===== config.mk =====
export PLATFORM = sky130hd
export DESIGN_NAME = loop_closure_det
export DESIGN_NICKNAME = d
export VERILOG_FILES = /design/src/rtl/lcd_pkg.sv /design/src/rtl/lcd_lpf.sv /design/src/rtl/lcd_hyst_cmp.sv /design/src/rtl/lcd_mask.sv /design/src/rtl/lcd_debounce.sv /design/src/rtl/loop_closure_det.sv
export SDC_FILE = /design/constraint.sdc
export NUM_CORES = 1
export LEC_CHECK = 0
export BUFFER_PORTS_ARGS = -buffer_cell sky130_fd_sc_hd__buf_2
export CAP_MARGIN = 20
export CELL_PAD_IN_SITES_DETAIL_PLACEMENT = 1
export CELL_PAD_IN_SITES_GLOBAL_PLACEMENT = 2
export CORE_UTILIZATION = 39
export CTS_BUF_LIST = sky130_fd_sc_hd__clkbuf_4
export DETAILED_ROUTE_END_ITERATION = 7
export PLACE_DENSITY = 0.88
export SLEW_MARGIN = 20
export SYNTH_ARGS = -nofsm -noshare
export SYNTH_HDL_FRONTEND = slang
export SYNTH_SLANG_ARGS = --single-unit

===== constraint.sdc =====
create_clock -name clk -period 11.02 [get_ports clk]
set_clock_uncertainty 0.1 [all_clocks]
set_input_delay 3.306 -clock clk [delete_from_list [all_inputs] [get_ports clk]]
set_output_delay 3.306 -clock clk [all_outputs]
set_load 0.01 [all_outputs]

===== src/rtl/lcd_pkg.sv =====
package lcd_pkg;

    typedef enum logic [1:0] {
        DB_ON       = 2'd0,
        DB_QUAL_OFF = 2'd1,
        DB_OFF      = 2'd2,
        DB_QUAL_ON  = 2'd3
    } db_state_e;

    typedef enum logic {
        CP_LOW  = 1'b0,
        CP_HIGH = 1'b1
    } cp_state_e;

    typedef enum logic {
        MK_IDLE   = 1'b0,
        MK_ACTIVE = 1'b1
    } mk_state_e;

    localparam int unsigned COEF_FRAC = 14;
    localparam int unsigned COEF_UNITY = 1 << COEF_FRAC;

endpackage


===== src/rtl/lcd_lpf.sv =====
module lcd_lpf #(
    parameter int DW = 16,
    parameter int KW = 15
) (
    input  logic                 clk,
    input  logic                 rst_n,
    input  logic                 stb,
    input  logic signed [DW-1:0] x_in,
    input  logic        [KW-1:0] coef,
    output logic signed [DW-1:0] y_out,
    output logic                 y_vld
);
    import lcd_pkg::*;

    localparam int DIFW = DW + 1;
    localparam int PW   = DIFW + KW + 1;

    logic signed [DW-1:0]   y_q;
    logic        [KW-1:0]   k_eff;
    logic signed [DIFW-1:0] diff;
    logic signed [PW-1:0]   prod;
    logic signed [PW-1:0]   y_sum;

    always_comb begin
        if (int'(coef) > int'(COEF_UNITY)) begin
            k_eff = KW'(COEF_UNITY);
        end else begin
            k_eff = coef;
        end
        diff  = DIFW'(x_in) - DIFW'(y_q);
        prod  = PW'(diff) * PW'($signed({1'b0, k_eff}));
        y_sum = PW'(y_q) + (prod >>> COEF_FRAC);
    end

    always_ff @(posedge clk or negedge rst_n) begin
        if (!rst_n) begin
            y_q   <= '0;
            y_vld <= 1'b0;
        end else begin
            y_vld <= stb;
            if (stb) begin
                y_q <= y_sum[DW-1:0];
            end
        end
    end

    assign y_out = y_q;

    AST_FLT_IN_RANGE: assert property (@(posedge clk) disable iff (!rst_n)
        stb |-> (y_sum == PW'($signed(y_sum[DW-1:0]))));

    AST_ZERO_COEF_FREEZE: assert property (@(posedge clk) disable iff (!rst_n)
        (stb && coef == '0) |=> $stable(y_q));

    AST_NO_STB_HOLD: assert property (@(posedge clk) disable iff (!rst_n)
        !stb |=> $stable(y_q));

endmodule


===== src/rtl/lcd_hyst_cmp.sv =====
module lcd_hyst_cmp #(
    parameter int DW = 16
) (
    input  logic                 clk,
    input  logic                 rst_n,
    input  logic                 vld,
    input  logic signed [DW-1:0] flt,
    input  logic signed [DW-1:0] thr_close,
    input  logic signed [DW-1:0] thr_open,
    input  logic                 hold,
    output logic                 level,
    output logic                 tick
);
    import lcd_pkg::*;

    cp_state_e st_q, st_n;
    logic      upd;

    assign upd = vld & ~hold;

    always_comb begin
        st_n = st_q;
        if (upd) begin
            unique case (st_q)
                CP_LOW:  if (flt > thr_close) st_n = CP_HIGH;
                CP_HIGH: if (flt < thr_open)  st_n = CP_LOW;
                default: st_n = CP_LOW;
            endcase
        end
    end

    always_ff @(posedge clk or negedge rst_n) begin
        if (!rst_n) begin
            st_q <= CP_LOW;
        end else begin
            st_q <= st_n;
        end
    end

    always_ff @(posedge clk or negedge rst_n) begin
        if (!rst_n) begin
            tick <= 1'b0;
        end else begin
            tick <= upd;
        end
    end

    assign level = (st_q == CP_HIGH);

    AST_MASK_FREEZES_CMP: assert property (@(posedge clk) disable iff (!rst_n)
        hold |=> $stable(st_q));

    AST_HYST_HOLD_BETWEEN: assert property (@(posedge clk) disable iff (!rst_n)
        (vld && flt <= thr_close && flt >= thr_open) |=> $stable(st_q));

endmodule


===== src/rtl/lcd_mask.sv =====
module lcd_mask #(
    parameter int CW = 16
) (
    input  logic          clk,
    input  logic          rst_n,
    input  logic          arm,
    input  logic [CW-1:0] len,
    input  logic          adv,
    output logic          active
);
    import lcd_pkg::*;

    mk_state_e     st_q, st_n;
    logic [CW-1:0] cnt_q, cnt_n;

    always_comb begin
        st_n  = st_q;
        cnt_n = cnt_q;
        if (arm) begin
            if (len != '0) begin
                st_n  = MK_ACTIVE;
                cnt_n = len;
            end
        end else begin
            unique case (st_q)
                MK_IDLE: begin
                    cnt_n = '0;
                end
                MK_ACTIVE: begin
                    if (adv) begin
                        cnt_n = cnt_q - CW'(1);
                        if (cnt_q == CW'(1)) begin
                            st_n = MK_IDLE;
                        end
                    end
                end
                default: st_n = MK_IDLE;
            endcase
        end
    end

    always_ff @(posedge clk or negedge rst_n) begin
        if (!rst_n) begin
            st_q  <= MK_IDLE;
            cnt_q <= '0;
        end else begin
            st_q  <= st_n;
            cnt_q <= cnt_n;
        end
    end

    assign active = (st_q == MK_ACTIVE);

    AST_MASK_COUNT_LIVE: assert property (@(posedge clk) disable iff (!rst_n)
        active |-> (cnt_q != '0));

endmodule


===== src/rtl/lcd_debounce.sv =====
module lcd_debounce #(
    parameter int CW = 16
) (
    input  logic          clk,
    input  logic          rst_n,
    input  logic          tick,
    input  logic          level,
    input  logic [CW-1:0] len,
    input  logic          masked,
    output logic          closed,
    output logic          irq_start,
    output logic          irq_end
);
    import lcd_pkg::*;

    db_state_e     st_q, st_n;
    logic [CW-1:0] cnt_q, cnt_n;
    logic [CW-1:0] len_eff;
    logic [CW-1:0] cnt_inc;
    logic          closed_n;

    assign len_eff = (len == '0) ? CW'(1) : len;
    assign cnt_inc = cnt_q + CW'(1);

    always_comb begin
        st_n  = st_q;
        cnt_n = cnt_q;
        if (masked) begin
            cnt_n = '0;
            unique case (st_q)
                DB_QUAL_OFF: st_n = DB_ON;
                DB_QUAL_ON:  st_n = DB_OFF;
                default:     st_n = st_q;
            endcase
        end else if (tick) begin
            unique case (st_q)
                DB_ON: begin
                    if (level) begin
                        if (len_eff == CW'(1)) begin
                            st_n  = DB_OFF;
                            cnt_n = '0;
                        end else begin
                            st_n  = DB_QUAL_OFF;
                            cnt_n = CW'(1);
                        end
                    end
                end
                DB_QUAL_OFF: begin
                    if (!level) begin
                        st_n  = DB_ON;
                        cnt_n = '0;
                    end else if (cnt_inc >= len_eff) begin
                        st_n  = DB_OFF;
                        cnt_n = '0;
                    end else begin
                        cnt_n = cnt_inc;
                    end
                end
                DB_OFF: begin
                    if (!level) begin
                        if (len_eff == CW'(1)) begin
                            st_n  = DB_ON;
                            cnt_n = '0;
                        end else begin
                            st_n  = DB_QUAL_ON;
                            cnt_n = CW'(1);
                        end
                    end
                end
                DB_QUAL_ON: begin
                    if (level) begin
                        st_n  = DB_OFF;
                        cnt_n = '0;
                    end else if (cnt_inc >= len_eff) begin
                        st_n  = DB_ON;
                        cnt_n = '0;
                    end else begin
                        cnt_n = cnt_inc;
                    end
                end
                default: begin
                    st_n  = DB_ON;
                    cnt_n = '0;
                end
            endcase
        end
    end

    always_ff @(posedge clk or negedge rst_n) begin
        if (!rst_n) begin
            st_q  <= DB_ON;
            cnt_q <= '0;
        end else begin
            st_q  <= st_n;
            cnt_q <= cnt_n;
        end
    end

    assign closed_n = (st_n == DB_OFF) || (st_n == DB_QUAL_ON);

    always_ff @(posedge clk or negedge rst_n) begin
        if (!rst_n) begin
            closed    <= 1'b0;
            irq_start <= 1'b0;
            irq_end   <= 1'b0;
        end else begin
            closed    <= closed_n;
            irq_start <= closed_n & ~closed;
            irq_end   <= ~closed_n & closed;
        end
    end

    AST_DBNC_CLEARED_IN_MASK: assert property (@(posedge clk) disable iff (!rst_n)
        masked |=> (cnt_q == '0));

    AST_REVERSAL_RESTARTS: assert property (@(posedge clk) disable iff (!rst_n)
        (tick && !masked && st_q == DB_QUAL_OFF && !level) |=> (cnt_q == '0));

    AST_COUNT_BELOW_LEN: assert property (@(posedge clk) disable iff (!rst_n)
        (st_q == DB_QUAL_OFF || st_q == DB_QUAL_ON) |-> (cnt_q < len_eff || len != $past(len)));

endmodule


===== src/rtl/loop_closure_det.sv =====
module loop_closure_det #(
    parameter int DW = 16,
    parameter int KW = 15,
    parameter int CW = 16
) (
    input  logic                 clk,
    input  logic                 rst_n,
    input  logic                 sample_stb,
    input  logic signed [DW-1:0] sample_in,
    input  logic        [KW-1:0] lpf_coef,
    input  logic signed [DW-1:0] thresh_close,
    input  logic signed [DW-1:0] thresh_open,
    input  logic        [CW-1:0] debounce_len,
    input  logic        [CW-1:0] mask_len,
    input  logic                 ring_burst_end,
    output logic                 loop_closed,
    output logic                 loop_start_irq,
    output logic                 loop_end_irq
);

    logic signed [DW-1:0] flt;
    logic                 flt_vld;
    logic                 mask_on;
    logic                 cmp_level;
    logic                 cmp_tick;

    lcd_lpf #(.DW(DW), .KW(KW)) u_lpf (
        .clk   (clk),
        .rst_n (rst_n),
        .stb   (sample_stb),
        .x_in  (sample_in),
        .coef  (lpf_coef),
        .y_out (flt),
        .y_vld (flt_vld)
    );

    lcd_mask #(.CW(CW)) u_mask (
        .clk    (clk),
        .rst_n  (rst_n),
        .arm    (ring_burst_end),
        .len    (mask_len),
        .adv    (flt_vld),
        .active (mask_on)
    );

    lcd_hyst_cmp #(.DW(DW)) u_cmp (
        .clk       (clk),
        .rst_n     (rst_n),
        .vld       (flt_vld),
        .flt       (flt),
        .thr_close (thresh_close),
        .thr_open  (thresh_open),
        .hold      (mask_on),
        .level     (cmp_level),
        .tick      (cmp_tick)
    );

    lcd_debounce #(.CW(CW)) u_dbnc (
        .clk       (clk),
        .rst_n     (rst_n),
        .tick      (cmp_tick),
        .level     (cmp_level),
        .len       (debounce_len),
        .masked    (mask_on),
        .closed    (loop_closed),
        .irq_start (loop_start_irq),
        .irq_end   (loop_end_irq)
    );

    AST_START_ON_RISE: assert property (@(posedge clk) disable iff (!rst_n)
        $rose(loop_closed) |-> loop_start_irq);

    AST_END_ON_FALL: assert property (@(posedge clk) disable iff (!rst_n)
        $fell(loop_closed) |-> loop_end_irq);

    AST_IRQ_ONE_CYCLE: assert property (@(posedge clk) disable iff (!rst_n)
        (loop_start_irq || loop_end_irq) |=> !(loop_start_irq || loop_end_irq));

    AST_IRQ_EXCLUSIVE: assert property (@(posedge clk) disable iff (!rst_n)
        $countones({loop_start_irq, loop_end_irq}) <= 1);

    AST_STATUS_NEEDS_SAMPLE: assert property (@(posedge clk) disable iff (!rst_n)
        !$past(cmp_tick) |-> $stable(loop_closed));

endmodule


Word level (Yosys, flattened, before mapping). Cells that the tools add are included.

Add/subtract/negate cells: 4. Multipliers: 1. Div/mod/pow operators: 0. Order comparisons: 4. Equality and inequality tests: 11. Shifts and indexed selects: 0. Mux-type cells: 35. Bitwise operators: 7. Reductions and logical operators: 7.

Operator list (number): $mux W16 (11); $pmux W16 S4 (1); $eq A16 B1 Y1 const B (2); $pmux W16 S2 (1); $mul A17 B16 Y30 (1); $mux W2 (10); $sub A16 B16 Y17 (1); $add A16 B1 Y16 const B (1); $add A16 B16 Y16 (1); $ge A16 B16 Y1 (1); $gt A16 B16 Y1 (1); $logic_not A16 Y1 (1); $lt A16 B16 Y1 (1); $reduce_bool A16 Y1 (1); $sub A16 B1 Y16 const B (1); $gt A15 B15 Y1 const B (1); $mux W15 (1); $ne A3 B3 Y1 const B (3); $eq A2 B2 Y1 const B (4); $mux W1 (8); $pmux W2 S4 (1); $not A1 Y1 (4); $pmux W2 S2 (1); $and A1 B1 Y1 (3); other kinds (8) (8).

Flip-flop bits (word level): 57. Bits in latches: 0. Memory bits (writable): 0. Bits in read-only memories: 0. Input port bits: 99. Output and inout port bits: 3. Memories kept: 0.

Logic depth before layout (Yosys ltp).
Word-level depth: 12. Mapped depth: 45. Gate-level depth less buffers: 44.

Modules after synthesis. From an unflattened synthesis, not the netlist that was laid out.

Cell total of the unflattened synthesis: 1669. Area total of the unflattened synthesis: 14554.0 sq um.

Modules (own cells, without submodules): lcd_lpf (times used 1, cells an instance 1227, area each 10752.8 sq um, seq. area each 425.4 sq um); lcd_debounce (times used 1, cells an instance 189, area each 1687.9 sq um, seq. area each 525.5 sq um); lcd_mask (times used 1, cells an instance 133, area each 1227.4 sq um, seq. area each 425.4 sq um); lcd_hyst_cmp (times used 1, cells an instance 120, area each 885.8 sq um, seq. area each 50.0 sq um).

Least setup slack after synthesis. OpenSTA, ideal clock, no wires.

Path type: input to register. Start: in sample_in[0]. End: reg u_lpf.y_q[14] (netlist: u_lpf.y_out[14]). Arrival: 12139 ps. Slack: -1345 ps. Cell stages on the path: 42. Path through: inv_1 -> ha_1 -> fa_1 -> nor2b_1 -> o31a_1 -> nor2b_1 -> o31ai_1 -> nor2_1 -> o21bai_1 -> a21oi_1 -> xnor2_1 -> nand2_1 -> fa_1 -> fa_1 -> fa_1 -> inv_1 -> fa_1 -> fa_1 -> [6 not listed] -> a21oi_1 -> nor2b_1 -> nor2_1 -> xnor2_1 -> ha_1 -> a21o_1 -> a21oi_1 -> o21bai_1 -> a21oi_1 -> o21bai_1 -> a21oi_1 -> nor2b_1 -> or3_1 -> a31oi_1 -> o21ai_0 -> a21oi_1 -> xor2_1 -> mux2i_1.

Cells in the longest elaborated chain, start to end: 3.

RTL lines: start: declaration (line loop_closure_det.sv:9) `input logic signed [DW-1:0] sample_in,`; $sub A16 B16 Y17 (line lcd_lpf.sv:30) `diff = DIFW'(x_in) - DIFW'(y_q);`; $mul A17 B16 Y30 (line lcd_lpf.sv:31) `prod = PW'(diff) * PW'($signed({1'b0, k_eff}));`; $add A16 B16 Y16 (line lcd_lpf.sv:32) `y_sum = PW'(y_q) + (prod >>> COEF_FRAC);`; end signal: assignment (line lcd_lpf.sv:42) `y_q <= y_sum[DW-1:0];`; end: declaration (line lcd_lpf.sv:18) `logic signed [DW-1:0] y_q;`.

Every way passes these cells. A chain may end at the register's enable or synchronous reset.

Worst setup path after layout. Ends and elaborated chain as after synthesis.

==> reports/metrics.cfg <==
[setup_path]
path_max_fanout=3
reg2regPathDepth=42
startpoint_type=primary input
cp_slowest_cell=fa_1
rr_endpoint=u_lpf.y_out[14]$_DFFE_PN0P_
rr_startpoint=u_lpf.y_out[1]$_DFFE_PN0P_
rrSetupSlack_ns=1.28
slowest_delay_ns=0.53
critical_path_class=primary input to register
endpoint_kind=register
crit_arrival_ns=12.18
cp.required_ns=11.23

[logic_synthesis]
syn-mean-instance-area_sq_um=8.481
syn_inst=1662
netlist_area_sq_um=14100
synth_warnings=0
ys_ff_latch=57
yosysSeqAreaShare=0.1012
ys_types=57
synthFlopType=dfrtp_1
synth_edf_count=0
ys_async_sr_fraction=1.000
synth_nets=2157

[layout]
layout.cells.non_filler=2452
ff_latch_area_sq_um=1426
nets=2480
multiInputGateArea_sq_um=11870
drive_above_1_share=0.2487
final_cell_mix=inv_1, buf_4, fa_1
area_growth_pct=26.64
final_common_cell=inv_1
fillers=4265

[drt]
dr_total_vias=12690
ant_nets=0
viasPerCell=5.175
avgRoutedWirePerCell_microns=19.29
drt_iter0_drc=575
dr.pass1.iters=5
drc=0
totalWireLength_microns=47290

[floorplanning]
coreArea_sq_um=35570
die_area_sq_um=36910
ios=102
dieHeight_microns=192.1
start_util=0.3963
die_w_microns=192.1
row_count=69

[min_path]
min_path_cells=1
hold_path.class=register to register
min_to=u_dbnc.irq_start$_DFF_PN0_
min_from=u_dbnc.closed$_DFF_PN0_

[global_routing]
grt_pass1_vias=14410
antenna_found_initial=2
grt_overflow=0
grt_max_degree=58
grt_use_total=0.2621
grt_pass1_wl_microns=74670

[clock_network]
clockBufferDepth=2
cts_tree=done
path_clk_slew_ns=0.13
clock_latency_ns=0.43
htree_levels=3
clockRootBuffer=clkbuf_4
cts_sinks=57
numCtsBuffers=9

[sta]
tns_ns=-5.468
worst_pin_slew_ns=1.004
finalSetupViolCount=10
max_freq_ghz=0.08354
finalHoldViolations=0
whs_ns=0.3466
fin_crit_ns=11.97
slew_headroom=0.3295
fin_crit_sh=1.086
slew_violations=0
rsz0062_at_grt=true
worst_slack_ns=-0.9504

[placed_design]
dp.cells=2383
io_buffers=101
routabilityCongestion=0.8879
detailed_place_hpwl_microns=39080

[run]
cap_violations=0

[run_status]
outcome=finished, violations left
violations=setup timing

[what timing repair did]
action / in CTS / in global routing
setup endpoints to repair: 11 / 12
setup buffers: 31 / 22
pin swaps: 83 / 66
hold buffers: 0 / 0
gates resized for setup: 75 / 38
[how the worst max path moves through the flow]
stage | from | to
after floorplan | sample_in[0] | u_lpf.y_out[14]$_DFFE_PN0P_
after global placement | sample_in[0] | u_lpf.y_out[14]$_DFFE_PN0P_
after detailed placement | sample_in[0] | u_lpf.y_out[14]$_DFFE_PN0P_
after CTS | sample_in[0] | u_lpf.y_out[14]$_DFFE_PN0P_
after global routing | sample_in[0] | u_lpf.y_out[12]$_DFFE_PN0P_
final | sample_in[0] | u_lpf.y_out[14]$_DFFE_PN0P_
[through the flow]
stage | cell area [sq um] | setup slack (ns) | utilization
3_3_place_gp | 16790 | -1.312 | 0.4719
2_1_floorplan | 14340 | -0.6895 | -
4_1_cts | 17520 | -0.7956 | 0.4925
6_report | 17850 | -0.9504 | 0.5019
5_1_grt | 17850 | -1.296 | 0.5019
3_5_place_dp | 16790 | -1.674 | 0.4719
[worst max-delay path: cells and delay by family]
family          cells  cell delay, ns
compound gates     15            2.82
buf+inv             5            0.28
simple gates        9            1.17
xor+xnor            3            0.50
fa+ha+maj          10            3.98
mux                 1            0.09
[sequential cells by signal (all words and copies together), names as in the netlist]
register          flops
u_mask.active         1
u_dbnc.closed         1
u_lpf.y_vld           1
u_mask.cnt_q         16
u_cmp.level           1
u_lpf.y_out          16
u_dbnc.st_q           2
u_dbnc.irq_end        1
u_dbnc.cnt_q         16
u_cmp.tick            1
u_dbnc.irq_start      1
[Yosys cell counts (all sizes together) (3+ instances only)]
cell type / count / area (sq um)
and3: 6 / 37.54
dfrtp: 57 / 1426
o31a: 3 / 26.28
nand3: 23 / 115.1
nor3: 18 / 95.09
a211oi: 3 / 22.52
a31oi: 5 / 61.31
nor4: 13 / 81.33
inv: 355 / 1333
xnor2: 57 / 499.2
fa: 240 / 4805
nand4: 10 / 62.56
a22oi: 7 / 52.55
nor2: 167 / 626.9
clkbuf: 37 / 138.9
ha: 156 / 1952
nand2: 191 / 716.9
o31ai: 7 / 52.55
mux2i: 4 / 40.04
o21a: 9 / 67.56
xor2: 23 / 201.4
nor2b: 37 / 231.5
a21o: 23 / 172.7
o21bai: 5 / 37.54
o22ai: 3 / 18.77
o21ai: 76 / 384.1
or2: 5 / 31.28
and2: 7 / 43.79
a21oi: 62 / 310.3
a211o: 3 / 26.28
nand2b: 23 / 143.9
[area by class of cell]
type | instances | share of cell area
antenna | 1 | 0.0001402
clock buffer | 10 | 0.004206
clock inverter | 6 | 0.004626
inverter | 355 | 0.07535
multi-input combinational | 1212 | 0.6650
sequential | 57 | 0.07990
tap | 461 | 0.03231
timing repair buffer | 350 | 0.1384
[cell families after synthesis]
logic type / synth area share
buffers and inverters: 0.1052
and+or+nand+nor: 0.1584
adders and majority gates: 0.4793
xor gates and xnor gates: 0.04971
AOI/OAI and AO/OA: 0.1034
muxes: 0.002841
DFF: 0.1012
[metal layers]
metal / part of all wire / wire (microns) / GRT usage / vias to the layer above
met5: 0.00027 / 13 / 0 / -
met4: 0.024 / 1127 / 0.05875 / 2
met3: 0.036 / 1707 / 0.02247 / 67
met2: 0.53 / 24890 / 0.4964 / 298
met1: 0.41 / 19560 / 0.3189 / 6494
li1: - / - / - / 5829
Power is not shown: default switching activity piles up to over one toggle a cycle in this logic, so the estimate is an artifact.
